--- src/rtl/cal_pkg.sv ---
package cal_pkg;

    typedef struct packed {
        logic [7:0] week;
        logic [7:0] wday;
        logic [7:0] year;
        logic [7:0] month;
        logic [7:0] mday;
        logic [7:0] hours;
        logic [7:0] mins;
        logic [7:0] secs;
    } cal_t;

    typedef struct packed {
        logic [7:0] val;
        logic       carry;
    } bcd_step_t;

    localparam int FAST_SHIFT = 5;
    localparam cal_t CAL_RESET = '{week: 8'h00, wday: 8'h01, year: 8'h00,
                                   month: 8'h01, mday: 8'h01, hours: 8'h00,
                                   mins: 8'h00, secs: 8'h00};

    function automatic logic digits_ok(input logic [7:0] v);
        return (v[7:4] <= 4'd9) && (v[3:0] <= 4'd9);
    endfunction

    function automatic logic [7:0] bcd_next(input logic [7:0] v);
        if (v[3:0] == 4'd9)
            return {v[7:4] + 4'd1, 4'd0};
        return {v[7:4], v[3:0] + 4'd1};
    endfunction

    function automatic bcd_step_t bcd_step(input logic [7:0] v,
                                           input logic [7:0] lo,
                                           input logic [7:0] hi);
        bcd_step_t r;
        if (!digits_ok(v) || v < lo || v > hi) begin
            r.val = lo;
            r.carry = 1'b0;
        end else if (v == hi) begin
            r.val = lo;
            r.carry = 1'b1;
        end else begin
            r.val = bcd_next(v);
            r.carry = 1'b0;
        end
        return r;
    endfunction

    function automatic logic leap_year(input logic [7:0] yr);
        logic [1:0] s;
        s = yr[1:0] + {yr[4], 1'b0};
        return s == 2'd0;
    endfunction

    function automatic logic [7:0] month_len(input logic [7:0] mon,
                                             input logic [7:0] yr);
        case (mon)
            8'h02: return leap_year(yr) ? 8'h29 : 8'h28;
            8'h04, 8'h06, 8'h09, 8'h11: return 8'h30;
            default: return 8'h31;
        endcase
    endfunction

endpackage

--- src/rtl/cal_prescaler.sv ---
module cal_prescaler #(
    parameter int DIV_BITS = 15
) (
    input  logic clk,
    input  logic rst,
    input  logic osc_tick,
    output logic sec_tick,
    output logic fast_tick,
    output logic meas_tap
);
    import cal_pkg::*;

    localparam int FAST_BITS = DIV_BITS - FAST_SHIFT;
    localparam int TAP_BIT   = DIV_BITS - 9;

    logic [DIV_BITS-1:0] cnt;

    always_ff @(posedge clk) begin
        if (rst)
            cnt <= '0;
        else if (osc_tick)
            cnt <= cnt + 1'b1;
    end

    assign sec_tick  = osc_tick & (&cnt);
    assign fast_tick = osc_tick & (&cnt[FAST_BITS-1:0]);
    assign meas_tap  = cnt[TAP_BIT];

    assert_div_hold_R12: assert property (@(posedge clk) disable iff (rst)
        !osc_tick |=> $stable(cnt));

    assert_tick_nested_R9: assert property (@(posedge clk) disable iff (rst)
        sec_tick |-> fast_tick);

endmodule

--- src/rtl/cal_next_state.sv ---
module cal_next_state (
    input  cal_pkg::cal_t cur,
    input  logic          parallel_mode,
    output cal_pkg::cal_t nxt
);
    import cal_pkg::*;

    bcd_step_t s_st, m_st, h_st, d_st, mo_st, y_st, wd_st, wk_st;
    bcd_step_t pd_st;
    logic      dec_window;

    assign s_st  = bcd_step(cur.secs,  8'h00, 8'h59);
    assign m_st  = bcd_step(cur.mins,  8'h00, 8'h59);
    assign h_st  = bcd_step(cur.hours, 8'h00, 8'h23);
    assign d_st  = bcd_step(cur.mday,  8'h01, month_len(cur.month, cur.year));
    assign pd_st = bcd_step(cur.mday,  8'h01, 8'h31);
    assign mo_st = bcd_step(cur.month, 8'h01, 8'h12);
    assign y_st  = bcd_step(cur.year,  8'h00, 8'h99);
    assign wd_st = bcd_step(cur.wday,  8'h01, 8'h07);
    assign wk_st = bcd_step(cur.week,  8'h00, 8'h52);

    assign dec_window = (cur.month == 8'h12) && (cur.mday >= 8'h25) && (cur.mday <= 8'h27);

    always_comb begin
        nxt = cur;
        if (parallel_mode) begin
            nxt.secs  = s_st.val;
            nxt.mins  = m_st.val;
            nxt.hours = h_st.val;
            nxt.mday  = pd_st.val;
            nxt.month = mo_st.val;
            nxt.year  = y_st.val;
            nxt.wday  = wd_st.val;
            nxt.week  = wk_st.val;
        end else begin
            nxt.secs = s_st.val;
            if (s_st.carry) begin
                nxt.mins = m_st.val;
                if (m_st.carry) begin
                    nxt.hours = h_st.val;
                    if (h_st.carry) begin
                        nxt.mday = d_st.val;
                        nxt.wday = wd_st.val;
                        if (wd_st.carry) begin
                            if (cur.week == 8'h52)
                                nxt.week = dec_window ? 8'h00 : 8'h01;
                            else
                                nxt.week = wk_st.val;
                        end
                        if (d_st.carry) begin
                            nxt.month = mo_st.val;
                            if (mo_st.carry)
                                nxt.year = y_st.val;
                        end
                    end
                end
            end
        end
    end

endmodule

--- src/rtl/bcd_calendar_core.sv ---
module bcd_calendar_core #(
    parameter int DIV_BITS = 15
) (
    input  logic        clk,
    input  logic        rst,
    input  logic        osc_tick,
    input  logic        load_en,
    input  logic [63:0] load_word,
    input  logic        test_fast,
    input  logic        test_parallel,
    output logic [63:0] time_word,
    output logic        meas_tap
);
    import cal_pkg::*;

    logic sec_tick, fast_tick, tick;
    cal_t time_q, time_nxt;

    cal_prescaler #(.DIV_BITS(DIV_BITS)) u_presc (
        .clk(clk), .rst(rst), .osc_tick(osc_tick),
        .sec_tick(sec_tick), .fast_tick(fast_tick), .meas_tap(meas_tap)
    );

    assign tick = test_fast ? fast_tick : sec_tick;

    cal_next_state u_next (
        .cur(time_q), .parallel_mode(test_parallel), .nxt(time_nxt)
    );

    always_ff @(posedge clk) begin
        if (rst)
            time_q <= CAL_RESET;
        else if (load_en)
            time_q <= cal_t'(load_word);
        else if (tick)
            time_q <= time_nxt;
    end

    assign time_word = time_q;

    assert_load_R2: assert property (@(posedge clk) disable iff (rst)
        load_en |=> time_word == $past(load_word));

    assert_hold_R12: assert property (@(posedge clk) disable iff (rst)
        (!tick && !load_en) |=> $stable(time_q));

    assert_sec_wrap_R3: assert property (@(posedge clk) disable iff (rst)
        (tick && !load_en && !test_parallel && time_q.secs == 8'h59)
        |=> time_q.secs == 8'h00);

    assert_week_steady_R6: assert property (@(posedge clk) disable iff (rst)
        (tick && !load_en && !test_parallel && time_q.wday != 8'h07)
        |=> $stable(time_q.week));

    assert_par_wrap_R10: assert property (@(posedge clk) disable iff (rst)
        (tick && !load_en && test_parallel && time_q.mins == 8'h59)
        |=> time_q.mins == 8'h00);

endmodule

--- config.mk ---
export PLATFORM = sky130hd
export DESIGN_NAME = bcd_calendar_core
export DESIGN_NICKNAME = d
export VERILOG_FILES = /design/src/rtl/cal_pkg.sv /design/src/rtl/cal_prescaler.sv /design/src/rtl/cal_next_state.sv /design/src/rtl/bcd_calendar_core.sv
export SDC_FILE = /design/constraint.sdc
export NUM_CORES = 1
export LEC_CHECK = 0
export BUFFER_PORTS_ARGS = -buffer_cell sky130_fd_sc_hd__clkbuf_2
export CAP_MARGIN = 20
export CORE_UTILIZATION = 34
export DETAILED_ROUTE_END_ITERATION = 8
export GPL_ROUTABILITY_DRIVEN = 0
export PLACE_DENSITY = 0.54
export SLEW_MARGIN = 25
export SYNTH_ARGS = -nofsm -noshare
export SYNTH_HDL_FRONTEND = slang
export SYNTH_SLANG_ARGS = --single-unit
--- constraint.sdc ---
create_clock -name clk -period 3.6 [get_ports clk]
set_input_delay 0.36 -clock clk [delete_from_list [all_inputs] [get_ports clk]]
set_output_delay 0.36 -clock clk [all_outputs]
set_load 0.005 [all_outputs]
==> impl_metrics.toml <==
[setup_path]
cpMaxStageDelayCell = "dfxtp_1"
critPathArrivalTime_ns = 3.36
worstSetupPathType = "reg2reg"
cp_max_fo = 12
slowest_delay_ns = 0.54
cp-end-kind = "flip-flop"
crit_chain = "nor4b_1, nand3_1, nor2_1, a21oi_1, ha_1, and4_1, nand2_1, nor4b_4, a31oi_1, a2111oi_0, nor3_1"
critPathLaunchType = "flip-flop"
critPathRequiredTime_ns = 3.81

[die]
die_w_um = 126
die_height_um = 126
rows = 44
num_io_pins = 135
core_um2 = 14800
initial_utilization = 0.354
die_area_um2 = 15900

[sta]
setup_viol = 0
fmax_mhz = 317
worst_pin_slew_ns = 0.742
post-route-min-period_ns = 3.15
slew_violations = 0
rsz0062_at_grt = "no"
clock_skew_ns = 0.00717
tns_ns = 0
slew_headroom = 0.499
min_period_over_period = 0.875
final_hold_viol_count = 0

[yosys]
ys_warn_count = 0
syn_avg_cell_area_um2 = 7.92
ys_seq_area_frac = 0.303
ys_types = 82
yosysTopAreaCellShare = 0.303
synth_cells = 660
synth_fp_nets = 759
synthArstFlopShare = 0
yosysTopAreaCell = "dfxtp_1"
synthTopCellsByArea = "dfxtp_1 (30%), ha_1 (6.9%), nor2_1 (4.9%)"
netlist_area_um2 = 5230
ys_seq_elements = 79
synth_edf_count = 0
synth_ff_type = "dfxtp_1"

[clocking]
cts_made_buffers = 9
h-tree-depth = 3
path_clk_slew_ns = 0.06
ctsResizeCount = 0
clock-root-buffer = "clkbuf_16"
cts.sinks = 79
clockBufferDepth = 2
worstSkewPairLatency_ns = 0.34
postCtsSetupBuffers = 0
cts_hold_buf = 0
cts_tree = "built"

[layout]
area_growth_pct = 20.1
finish.utilization = 0.425
fin_nets = 871
drive_gt1_frac = 0.226
final_common_cell = "clkbuf_2"
finalInstanceArea_um2 = 6280
final_cell_mix = "clkbuf_2 (134), dfxtp_1 (79), nor2_1 (68)"
n_antenna_cell = 0

[placed_design]
io_buffers = 134
post_dp_cell_area_um2 = 5960
hpwl_um = 11500

[detailed_routing]
via_count = 5307
postRouteAntennaNets = 0
drt-total-wl_um = 15600
drt_first_pass_iters = 5
wl_per_cell_um = 16.2
vias_per_cell = 5.53
drc = 0
drtIter0Drc = 389

[run_status]
status = "finished clean"

[power]
pwr-share-clk = 0.400
p_leak_uw = 0.00264
power_density_nw_per_um2 = 392
p_sw_uw = 712
p_comb_frac = 0.190
p_int_uw = 1750
irDropWorstVdd_v = 0.000250
seq_power_share = 0.410
switching_share = 0.289

[global_route]
antenna_found_initial = 0
gr-total-overflow = 0
grt_pass1_wl_um = 24800
grt_start_max_net_pins = 53
grt_usage = 0.196
grt_pass1_vias = 4858

[min_path]
min_path_type = "in2reg"

[flow_run]
max_cap_violations = 0
[routing by layer]
layer / vias up / GRT usage / wire length, µm
met5: - / 0 / 0
met4: 0 / 0.0666 / 229
met3: 16 / 0.0493 / 888
met2: 156 / 0.312 / 7130
met1: 2493 / 0.257 / 7310
li1: 2642 / - / -
[path summary, 6_finish.rpt]
path	from	endpoint	slack, ns	cells after the start
max	time_word[33]$_SDFFE_PP0P_	time_word[42]$_SDFFE_PP0P_	0.45	11
min	load_word[8]	time_word[8]$_SDFFE_PP0P_	0.25	3
max reg2reg	time_word[33]$_SDFFE_PP0P_	time_word[42]$_SDFFE_PP0P_	0.45	11
min reg2reg	time_word[31]$_SDFFE_PP0P_	time_word[31]$_SDFFE_PP0P_	0.48	2
[state kept, by name, indices dropped and copies added, names as in the netlist]
signal	flops
time_word	64
u_presc.cnt	15
[logic make-up after synthesis]
| group | count (synthesis) | share of synthesized area |
|---|---|---|
| adder cells (fa/ha/maj) | 30 | 0.0713 |
| flip-flops | 79 | 0.303 |
| XOR/XNOR | 21 | 0.0352 |
| multiplexers | 9 | 0.0175 |
| AND/OR/NAND/NOR | 240 | 0.234 |
| AO/OA/AOI/OAI | 203 | 0.270 |
| buffers and inverters | 78 | 0.0694 |
[area by class of cell]
type	instances	area (µm²)
Timing Repair Buffer	141	723
Clock buffer	11	243
Fill cell	1523	8480
Inverter	38	143
Tap cell	184	230
Sequential cell	79	1580
Multi-Input combinational cell	503	3290
Clock inverter	4	70.1
[through the flow]
step	total power [µW]	setup WS [ns]	hold WS, ns	cells
after floorplan	1320	0.793	0.456	660
after global placement	1480	0.569	0.461	945
after detailed placement	1490	0.498	0.471	945
after CTS	2500	0.455	0.231	960
after global routing	2600	0.0603	0.245	960
final	2460	0.449	0.247	960
[synthesized netlist by cell type, types with 5 or more instances]
cell,number
nand4_1,13
inv_1,37
and2_1,6
a22oi_1,20
nor3_1,17
a211oi_1,20
o21ai_0,32
nor2b_1,6
a21oi_1,49
nor4_1,5
a32oi_1,5
dfxtp_1,79
clkbuf_1,24
xnor2_1,11
a21o_1,5
and3_1,6
mux2i_1,8
nand3_1,16
xor2_1,10
a31oi_1,6
a2111oi_0,6
a32o_1,6
nand2_1,66
ha_1,29
nor2_1,68
a221oi_1,7
o21a_1,7
[power groups by stage]
stage	sequential (µW)	clock (µW)	combinational, µW
2_1_floorplan	997	0	325
3_3_place_gp	1030	0	457
3_5_place_dp	1030	0	465
4_1_cts	1010	1020	467
5_1_grt	1020	1060	522
6_report	1010	985	467
[worst max-delay path: cells and delay by family (launching register included)]
family | cells | cell delay (ns)
flip-flops | 1 | 0.54
AND/OR/NAND/NOR | 7 | 1.51
adder cells (fa/ha/maj) | 1 | 0.27
AO/OA/AOI/OAI | 3 | 0.69
Power figures use the tool's default switching activity.
